--- config.mk ---
export PLATFORM = sky130hd
export DESIGN_NAME = serial_port_regs
export DESIGN_NICKNAME = d
export VERILOG_FILES = /design/src/rtl/serial_port_regs.sv
export SDC_FILE = /design/constraint.sdc
export NUM_CORES = 1
export LEC_CHECK = 0
export ABC_AREA = 1
export BUFFER_PORTS_ARGS = -buffer_cell sky130_fd_sc_hd__buf_2
export CAP_MARGIN = 20
export CORE_AREA = 3 3 113 115
export DETAILED_ROUTE_END_ITERATION = 10
export DIE_AREA = 0 0 116 118
export SLEW_MARGIN = 20
export SYNTH_ARGS = -nofsm -noshare
export SYNTH_HDL_FRONTEND = slang
export SYNTH_SLANG_ARGS = --single-unit
--- constraint.sdc ---
create_clock -name clk -period 1.88 [get_ports clk]
set_input_delay 0.188 -clock clk [delete_from_list [all_inputs] [get_ports clk]]
set_output_delay 0.188 -clock clk [all_outputs]
set_load 0.01 [all_outputs]
--- src/rtl/serial_port_regs.sv ---
module serial_port_regs #(
  parameter int REG_W      = 16,
  parameter int BAUD_W     = 4,
  parameter int BAUD_RST   = 12,
  parameter int PRE_SHORT  = 13,
  parameter int OVERSAMPLE = 16,
  parameter int SAMPLE_PT  = 7
) (
  input  logic             clk,
  input  logic             rst_n,
  input  logic [1:0]       addr,
  input  logic             rd,
  input  logic             wr,
  input  logic [REG_W-1:0] wdata,
  input  logic             rxd,
  output logic [REG_W-1:0] rdata,
  output logic             txd,
  output logic             irq
);
  localparam int NSTAT      = 5;
  localparam int ST_LO      = REG_W - NSTAT;
  localparam int FRAME_BITS = 11;
  localparam int PRE_W      = $clog2(PRE_SHORT + 2);
  localparam int OS_W       = $clog2(OVERSAMPLE);
  localparam int IDX_W      = $clog2(FRAME_BITS);
  localparam logic [OS_W-1:0]  OS_LAST = OS_W'(OVERSAMPLE - 1);
  localparam logic [OS_W-1:0]  OS_MID  = OS_W'(SAMPLE_PT);
  localparam logic [IDX_W-1:0] LAST_IX = IDX_W'(FRAME_BITS - 1);

  logic [PRE_W-1:0]  pre_cnt;
  logic              pre_long, pre_tick, os_tick;
  logic [BAUD_W-1:0] div_cnt, baud;
  logic [NSTAT-1:0]  mask, stat;
  logic              rxrdy, perr, ferr, ovr;
  logic [7:0]        rx_byte;
  logic              tx_busy;
  logic [9:0]        tx_sh;
  logic [IDX_W-1:0]  tx_idx, rx_idx;
  logic [OS_W-1:0]   tx_os, rx_os;
  logic              rx_s1, rx_s2, rx_busy, rx_armed, rx_done, rx_samp;
  logic [8:0]        rx_sh;

  wire wr_baud = wr && addr == 2'd0;
  wire wr_mask = wr && addr == 2'd1;
  wire wr_dat  = wr && addr == 2'd2;
  wire rd_dat  = rd && addr == 2'd2;

  assign pre_tick = pre_cnt == (pre_long ? PRE_W'(PRE_SHORT) : PRE_W'(PRE_SHORT - 1));
  assign os_tick  = pre_tick && div_cnt == baud;

  always_ff @(posedge clk) begin
    if (!rst_n) begin
      pre_cnt  <= '0;
      pre_long <= 1'b0;
      div_cnt  <= '0;
    end else begin
      if (pre_tick) begin
        pre_cnt  <= '0;
        pre_long <= ~pre_long;
        div_cnt  <= os_tick ? '0 : div_cnt + 1'b1;
      end else begin
        pre_cnt <= pre_cnt + 1'b1;
      end
    end
  end

  always_ff @(posedge clk) begin
    if (!rst_n) begin
      baud <= BAUD_W'(BAUD_RST);
      mask <= '1;
    end else begin
      if (wr_baud) baud <= wdata[BAUD_W-1:0];
      if (wr_mask) mask <= wdata[REG_W-1:ST_LO];
    end
  end

  assign stat = {rxrdy, ~tx_busy, perr, ferr, ovr};
  assign irq  = |(stat & ~mask);

  always_comb begin
    case (addr)
      2'd0:    rdata = {{(REG_W-BAUD_W){1'b0}}, baud};
      2'd1:    rdata = {stat, {ST_LO{1'b0}}};
      2'd2:    rdata = {{(REG_W-8){rx_byte[7]}}, rx_byte};
      default: rdata = '0;
    endcase
  end

  always_ff @(posedge clk) begin
    if (!rst_n) begin
      tx_busy <= 1'b0;
      txd     <= 1'b1;
      tx_sh   <= '1;
      tx_idx  <= '0;
      tx_os   <= '0;
    end else if (wr_dat && !tx_busy) begin
      tx_busy <= 1'b1;
      txd     <= 1'b0;
      tx_sh   <= {1'b1, ~^wdata[7:0], wdata[7:0]};
      tx_idx  <= '0;
      tx_os   <= '0;
    end else if (tx_busy && os_tick) begin
      if (tx_os == OS_LAST) begin
        tx_os <= '0;
        if (tx_idx == LAST_IX) begin
          tx_busy <= 1'b0;
          txd     <= 1'b1;
        end else begin
          txd    <= tx_sh[0];
          tx_sh  <= {1'b1, tx_sh[9:1]};
          tx_idx <= tx_idx + 1'b1;
        end
      end else begin
        tx_os <= tx_os + 1'b1;
      end
    end
  end

  assign rx_samp = rx_busy && os_tick && rx_os == OS_MID;
  assign rx_done = rx_samp && rx_idx == LAST_IX;

  always_ff @(posedge clk) begin
    if (!rst_n) begin
      rx_s1    <= 1'b1;
      rx_s2    <= 1'b1;
      rx_busy  <= 1'b0;
      rx_armed <= 1'b0;
      rx_idx   <= '0;
      rx_os    <= '0;
      rx_sh    <= '0;
    end else begin
      rx_s1 <= rxd;
      rx_s2 <= rx_s1;
      if (!rx_busy) begin
        if (rx_s2) begin
          rx_armed <= 1'b1;
        end else if (rx_armed) begin
          rx_busy <= 1'b1;
          rx_idx  <= '0;
          rx_os   <= '0;
        end
      end else if (os_tick) begin
        rx_os <= (rx_os == OS_LAST) ? '0 : rx_os + 1'b1;
        if (rx_samp) begin
          if (rx_idx == '0) begin
            if (rx_s2) rx_busy <= 1'b0;
            else       rx_idx  <= rx_idx + 1'b1;
          end else if (rx_idx == LAST_IX) begin
            rx_busy  <= 1'b0;
            rx_armed <= 1'b0;
          end else begin
            rx_sh  <= {rx_s2, rx_sh[8:1]};
            rx_idx <= rx_idx + 1'b1;
          end
        end
      end
    end
  end

  always_ff @(posedge clk) begin
    if (!rst_n) begin
      rxrdy   <= 1'b0;
      perr    <= 1'b0;
      ferr    <= 1'b0;
      ovr     <= 1'b0;
      rx_byte <= '0;
    end else if (rx_done) begin
      rx_byte <= rx_sh[7:0];
      rxrdy   <= 1'b1;
      perr    <= ~^rx_sh;
      ferr    <= ~rx_s2;
      ovr     <= (ovr || rxrdy) && !rd_dat;
    end else if (rd_dat) begin
      rxrdy <= 1'b0;
      perr  <= 1'b0;
      ferr  <= 1'b0;
      ovr   <= 1'b0;
    end
  end
endmodule


-- After elaboration in Yosys (flattened, before gate mapping)
Cells that the tools add are included.
- multipliers: 0
- equality and inequality tests: 17
- bitwise operators: 9
- magnitude comparators: 0
- shift-type cells: 0
- add/sub/neg operators: 6
- muxes and demuxes: 46
- reduce and logical (&&, ||, !) cells: 35
- div/mod/pow operators: 0
- operators with widths (kind ; number):
    $mux 4 ; 13
    $pmux 16 s3 ; 1
    $mux 9 ; 4
    $mux 1 ; 28
    $add 4x1->4 const B ; 6
    $eq 4x4->1 const B ; 4
    $reduce_and 3->1 ; 4
    $reduce_bool 2->1 ; 6
    $logic_and 1x1->1 ; 11
    $reduce_and 5->1 ; 2
    $reduce_xnor 9->1 ; 1
    $eq 4x4->1 ; 2
    $reduce_xnor 8->1 ; 1
    $not 1->1 ; 7
    $ne 2x1->1 const B ; 3
    $ne 2x2->1 const B ; 3
    $reduce_and 6->1 ; 1
    $and 5x5->5 ; 1
    $not 5->5 ; 1
    $reduce_or 5->1 ; 1
    $eq 4x3->1 const B ; 1
    $logic_not 4->1 ; 1
    $reduce_or 2->1 ; 2
    $ne 3x2->1 const B ; 1
    other kinds (7) ; 8
- bits in registers: 70
- input port bits: 23
- word-level logic and storage cells: 135
- latch bits: 0
- bits in read-only memories: 0
- memories: 0
- bits in writable memories: 0
- output and inout port bits: 18

-- Logic depth before layout (Yosys ltp)
Gate-level depths: netlist of run 1.
- depth in word-level cells: 8
- mapped depth: 12
- mapped depth without buffers: 12

-- Worst setup path after synthesis of run 1
No wires, ideal clock.
- path type: register to register
- start: register rx_idx[0]
- end: register rx_idx[0]
- setup time: 114 ps
- arrival time: 1463 ps
- data required time: 1766 ps
- period minus slack after synthesis: 1576 ps
- setup slack: 304 ps
- buffers on the path: 0
- stages on the path, launching flop included: 11
- cells stage by stage: dfxtp_1 > inv_1 > ha_1 > nand3_1 > nand2_1 > o21ai_0 > inv_1 > nor2_1 > nand3_1 > nor2_1 > nor2_1
- word-level cells in the longest chain between the ends: 6
- elaborated cells on any way between the ends: 12
- those cells by class: add/sub (1); eq/ne (3); mux (6); reduce/logical (2)
- RTL lines (item ; RTL line ; source):
    start: declaration ; 38 ; logic [IDX_W-1:0] tx_idx, rx_idx;
    start signal: assignment ; 147 ; else rx_idx <= rx_idx + 1'b1;
    start signal: assignment ; 153 ; rx_idx <= rx_idx + 1'b1;
    $add 4x1->4 ; 147, 153 ;
    $mux 4, on equally long branches ; 148, 146 ;
    $mux 4 ; 145 ; if (rx_idx == '0) begin
    $mux 4 ; 144 ; if (rx_samp) begin
    $mux 4 ; 142 ; end else if (os_tick) begin
    $mux 4 ; 134 ; if (!rx_busy) begin
Parallel ways exist; a longest one is shown, timed or not. The select of a mux whose other input is x is not followed.
A chain may end at the register's enable or synchronous reset.

-- Worst setup path in the final report of run 1
- start: register pre_cnt[0]
- end: register rx_byte[6]
- word-level cells in the longest chain between the ends: 5
- RTL lines (item ; RTL line ; source):
    start: declaration ; 30 ; logic [PRE_W-1:0] pre_cnt;
    start signal: assignment ; 62 ; pre_cnt <= pre_cnt + 1'b1;
    $eq 4x4->1 ; 48 ; assign pre_tick = pre_cnt == (pre_long ? PRE_W'(PRE_SHORT) : PRE_W'(PRE_SHORT - 1));
    $logic_and 1x1->1 ; 49 ; assign os_tick = pre_tick && div_cnt == baud;
    $logic_and 1x1->1 (2 in series) ; 119 ; assign rx_samp = rx_busy && os_tick && rx_os == OS_MID;
    $logic_and 1x1->1 ; 120 ; assign rx_done = rx_samp && rx_idx == LAST_IX;
    end signal: assignment ; 168 ; rx_byte <= rx_sh[7:0];
    end: declaration ; 35 ; logic [7:0] rx_byte;
Every way passes these cells.

==> results of run 1 <==
[worst paths after layout]
check | start | to | slack [ps]
min | rxd | rx_s1 | 60
max reg2reg | pre_cnt[0] | rx_byte[6] | 90
min reg2reg | rx_s1 | rx_s2 | 420
max | pre_cnt[0] | rx_byte[6] | 90
[kinds of logic (layout without fill, tap and decap cells)]
group | Yosys count | in the layout | share of synthesized area, %
AO/OA/AOI/OAI | 96 | 96 | 14.5
XOR/XNOR | 21 | 21 | 5.20
flip-flops | 70 | 70 | 39.6
AND/OR/NAND/NOR | 207 | 212 | 27.4
adder cells (fa/ha/maj) | 9 | 9 | 3.18
buffers and inverters | 85 | 139 | 10.0
[state kept, by name, summed over array words and instances (netlist names), 4 cells and up]
signal and count:
baud 4, div_cnt 4, mask 5, pre_cnt 4, rx_byte 8, rx_idx 4, rx_os 4, rx_sh 9
tx_idx 4, tx_os 4, tx_sh 9
[area by class of cell]
class	instances	area [sq um]	area share [%]
Multi-Input combinational cell	338	1870	42.9
Sequential cell	70	1410	32.4
Timing Repair Buffer	52	302	6.93
Inverter	71	267	6.13
Clock buffer	10	239	5.49
Tap cell	147	184	4.23
Clock inverter	6	85.1	1.96
[Yosys cell counts, types with 4 or more instances]
| cell | instances | share of area [%] |
|---|---|---|
| nand2_1 | 106 | 11 |
| dfxtp_1 | 70 | 40 |
| inv_1 | 65 | 6.9 |
| o21ai_0 | 45 | 6.4 |
| nor2_1 | 40 | 4.2 |
| a21oi_1 | 34 | 4.8 |
| nand3_1 | 32 | 4.5 |
| xor2_1 | 12 | 3.0 |
| ha_1 | 9 | 3.2 |
| xnor2_1 | 9 | 2.2 |
| clkbuf_1 | 7 | 0.74 |
| inv_2 | 6 | 0.64 |
| nor2_2 | 5 | 0.88 |
| buf_4 | 4 | 0.85 |
| nor2_4 | 4 | 1.3 |
| nor3_1 | 4 | 0.57 |
| o211ai_1 | 4 | 0.85 |
| o21ai_1 | 4 | 0.57 |
[where the power goes]
| group | internal, mW | switching (mW) |
|---|---|---|
| registers | 1.52 | 0.0288 |
| clock network | 1.19 | 0.647 |
| logic | 0.110 | 0.202 |
[repair_timing]
item                                    CTS  global route
setup buffers                             0             5
gates resized for setup                   0            14
endpoints found under the setup margin    0            29
[per-layer routing]
metal,track usage (%),up-vias
met3,2.21,12
met2,19.2,58
met5,0,-
met4,4.79,0
li1,-,1673
met1,16.0,1451
[stage by stage]
stage / utilization (%) / setup slack [ps] / std cells / power [mW]
6_report: 36.5 / 94.2 / 694 / 3.70
5_1_grt: 36.5 / -23.4 / 694 / 3.86
4_1_cts: 35.4 / 26.9 / 684 / 3.72
3_5_place_dp: 32.7 / 42.9 / 668 / 1.88
3_3_place_gp: 32.7 / 86.5 / 668 / 1.88
2_1_floorplan: - / 304 / 488 / 1.79
==> flow_metrics.env, run 1 <==
export IMPL_status="complete, no violations"
export IMPL_async_flop_share_pct=0
export IMPL_syn_num_nets=520
export IMPL_crit_fanout=8
export IMPL_top_layer="met4"
export IMPL_initial_core_util_pct=29.7
export IMPL_numCtsBuffers=9
export IMPL_clock_latency_ps=330
export IMPL_cp_arrival_ps=2060
export IMPL_cts_hold_buf=0
export IMPL_critPathCaptureType="flip-flop"
export IMPL_wirelength_um=8250
export IMPL_vias=3194
export IMPL_port_buffers=37
export IMPL_grt_setup_unrepaired="true"
export IMPL_worst_r2r_cell_count=11
export IMPL_grt_pass1_vias=2945
export IMPL_final_net_count=574
export IMPL_synthDistinctLibCells=36
export IMPL_ys_seq_area_share_pct=39.6
export IMPL_final_common_cell="nand2_1"
export IMPL_cp_slowest_cell="dfxtp_4"
export IMPL_setup_viol=0
export IMPL_critPathBufInv=2
export IMPL_cap_violations=0
export IMPL_synth_edf_count=0
export IMPL_route_layer_met1_wl_um=4040
export IMPL_placed_area_sq_mm=0.00389
export IMPL_antennaDiodeCount=0
export IMPL_fin_tns_setup_ps=0
export IMPL_ys_ff_latch=70
export IMPL_power_density_mw_per_mm2=852
export IMPL_cts_sinks=70
export IMPL_crit_chain="inv_2 > nand2_1 > nand2_2 > nor2_4 > nand3_4 > nor2_4 > nand2_8 > nor2_8 > buf_6 > o21ai_2 > a21oi_2"
export IMPL_leakagePower_nw=1.95
export IMPL_cp_top_family="simple AND/OR/NAND/NOR gates"
export IMPL_die_w_um=116
export IMPL_slew_violations=0
export IMPL_grt_usage_pct=12.0
export IMPL_cts_tree="yes"
export IMPL_crit_cells=11
export IMPL_syn2layout_area_growth_pct=23.0
export IMPL_grt_pass1_wl_um=13400
export IMPL_finalHoldViolCount=0
export IMPL_die_area_sq_mm=0.0137
export IMPL_setup_worst_path_class="reg -> reg"
export IMPL_cts_buffer_depth=2
export IMPL_cts_root_buf="clkbuf_16"
export IMPL_gp_congestion=0.840
export IMPL_ys_warn_count=0
export IMPL_ir_worst_vdd_uv=475
export IMPL_rows=40
export IMPL_max_slew_margin_rel_pct=67.2
export IMPL_final_cell_mix="nand2_1, dfxtp_1, inv_1"
export IMPL_vias_per_cell=4.60
export IMPL_htree_levels=3
export IMPL_synth_area_sq_mm=0.00354
export IMPL_cp_data_required_time_ps=2150
export IMPL_wl_met2_um=3750
export IMPL_dp_hpwl_um=5770
export IMPL_critPathMaxStageDelay_ps=370
export IMPL_fin_crit_sh_pct=95.0
export IMPL_n_fill_cell=1236
export IMPL_period_minus_slack_ps=1790
export IMPL_design_portCount=41
export IMPL_first_pass_iters=4
export IMPL_grt_remaining_overflow=0
export IMPL_drc=0
export IMPL_drive_gt1_share_pct=20.1
export IMPL_drt_iter0_markers=221
export IMPL_antenna_left=0
export IMPL_fp_dieH_um=118
export IMPL_grt_max_degree=26
export IMPL_path_common_cell="nor2_4"
export IMPL_wl_per_cell_um=11.9
export IMPL_wl_met3_um=311
export IMPL_clk_pin_slew_ps=60
export IMPL_syn_instance_count=488
export IMPL_core_area_sq_mm=0.0119
export IMPL_start_kind="flip-flop"
export IMPL_clock_skew_ps=5.10
export IMPL_hold_depth=2
export IMPL_worst_pin_slew_ps=490
export IMPL_hp_class="in -> reg"
export IMPL_final_area_sq_mm=0.00435
export IMPL_holdWs_ps=60.5
export IMPL_avgSynthCellArea_sq_um=7.25
export IMPL_max_freq_mhz=560
export IMPL_synth_ff_type="dfxtp_1"
export IMPL_grt_antenna_before_repair=0
No activity file was read; power rests on OpenSTA's default activity.
==> run 2: changes to the inputs <==
- PLACE_DENSITY: default -> 0.53
==> flow_metrics.env, run 2 (same netlist as run 1, synthesis figures left out) <==
export IMPL_initial_core_util_pct=29.7
export IMPL_cts_buffer_depth=2
export IMPL_final_common_cell="nand2_1"
export IMPL_vias_per_cell=4.53
export IMPL_critPathMaxStageDelay_ps=350
export IMPL_grt_antenna_before_repair=1
export IMPL_critPathCaptureType="flip-flop"
export IMPL_grt_pass1_wl_um=13800
export IMPL_grt_pass1_vias=2920
export IMPL_die_w_um=116
export IMPL_grt_setup_unrepaired="true"
export IMPL_hp_class="in -> reg"
export IMPL_leakagePower_nw=1.95
export IMPL_drt_iter0_markers=219
export IMPL_final_cell_mix="nand2_1, dfxtp_1, inv_1"
export IMPL_period_minus_slack_ps=1730
export IMPL_port_buffers=37
export IMPL_grt_max_degree=25
export IMPL_worst_pin_slew_ps=488
export IMPL_core_area_sq_mm=0.0119
export IMPL_p_total_mw=3.51
export IMPL_max_slew_margin_rel_pct=67.3
export IMPL_clk_pin_slew_ps=60
export IMPL_path_common_cell="nor2_4"
export IMPL_power_density_mw_per_mm2=822
export IMPL_crit_fanout=9
export IMPL_setup_worst_path_class="reg -> reg"
export IMPL_htree_levels=3
export IMPL_numCtsBuffers=9
export IMPL_ir_worst_vdd_uv=354
export IMPL_cts_sinks=70
export IMPL_grt_remaining_overflow=0
export IMPL_drive_gt1_share_pct=18.7
export IMPL_start_kind="flip-flop"
export IMPL_final_net_count=572
export IMPL_max_freq_mhz=580
export IMPL_status="complete, no violations"
export IMPL_wl_per_cell_um=12.0
export IMPL_grt_usage_pct=12.7
export IMPL_cp_slowest_cell="dfxtp_1"
export IMPL_clock_skew_ps=6.27
export IMPL_die_area_sq_mm=0.0137
export IMPL_crit_chain="inv_1 > nand2_1 > nand2_1 > nor2_4 > nand3_4 > nor2_4 > nand2_4 > nor2_4 > o21ai_0 > a21oi_1"
export IMPL_design_portCount=41
export IMPL_wirelength_um=8320
export IMPL_gp_congestion=0.781
export IMPL_cts_hold_buf=0
export IMPL_dp_hpwl_um=5940
export IMPL_first_pass_iters=4
export IMPL_cts_root_buf="clkbuf_16"
export IMPL_cts_tree="yes"
export IMPL_drc=0
export IMPL_slew_violations=0
export IMPL_holdWs_ps=51.6
export IMPL_antennaDiodeCount=0
export IMPL_cp_arrival_ps=1990
export IMPL_clock_latency_ps=330
export IMPL_finalHoldViolCount=0
export IMPL_cp_data_required_time_ps=2150
export IMPL_syn2layout_area_growth_pct=20.6
export IMPL_cap_violations=0
export IMPL_fp_dieH_um=118
export IMPL_fin_crit_sh_pct=91.8
export IMPL_rows=40
export IMPL_antenna_left=0
export IMPL_setup_viol=0
export IMPL_reg_largest_list="rx_sh (9), tx_sh (9), rx_byte (8)"
export IMPL_vias=3135
## run 2: final timing paths
kind | to | slack, ps | from | cells past startpoint
max | rx_byte[5] | 150 | baud[1] | 10
min | rx_s1 | 50 | rxd | 2
max reg2reg | rx_byte[5] | 150 | baud[1] | 10
min reg2reg | rx_s2 | 410 | rx_s1 | 1
## run 2: repair_timing
item | in CTS | in global routing
resized for setup | 0 | 6
setup buffers | 0 | 5
endpoints found under the setup margin | 0 | 24
## run 2: stage by stage
| stage | TNS, ps | worst slack, ps | instance area (sq um) | std cells | util, % |
|---|---|---|---|---|---|
| 6_report | 0 | 155 | 4260 | 692 | 35.8 |
| 5_1_grt | -33.7 | -23.8 | 4260 | 692 | 35.8 |
| 4_1_cts | 0 | 48.7 | 4180 | 685 | 35.1 |
| 3_5_place_dp | 0 | 73.6 | 3900 | 669 | 32.7 |
| 3_3_place_gp | 0 | 118 | 3900 | 669 | 32.7 |
| 2_1_floorplan | 0 | 304 | 3540 | 488 | - |
## run 2: metal layers
metal / up-vias / global-route usage [%] / part of all wire [%]
met5: - / 0 / 0.084
met4: 2 / 6.16 / 1.5
met3: 11 / 3.70 / 3.8
met2: 38 / 17.8 / 44
met1: 1414 / 17.6 / 51
li1: 1670 / - / -
## run 2: power breakdown
group / internal [mW] / leakage (nW) / total [mW] / switching [mW]
logic: 0.109 / 1.24 / 0.300 / 0.191
registers: 1.53 / 0.569 / 1.55 / 0.0284
clock network: 1.02 / 0.137 / 1.65 / 0.628
total: 2.66 / 1.95 / 3.51 / 0.847
## run 2: cell type report
class / instances / area, sq um
Clock inverter: 4 / 47.5
Timing Repair Buffer: 53 / 305
Inverter: 71 / 267
Sequential cell: 70 / 1400
Clock buffer: 12 / 236
Multi-Input combinational cell: 335 / 1820
Fill cell: 1272 / 7650
Tap cell: 147 / 184
## run 2: critical path, delay by kind of cell, from the launching register on
kind	cells	cell delay, ps
AND/OR/NAND/NOR	7	1030
flip-flops	1	350
buffers and inverters	1	70
AO/OA/AOI/OAI	2	220
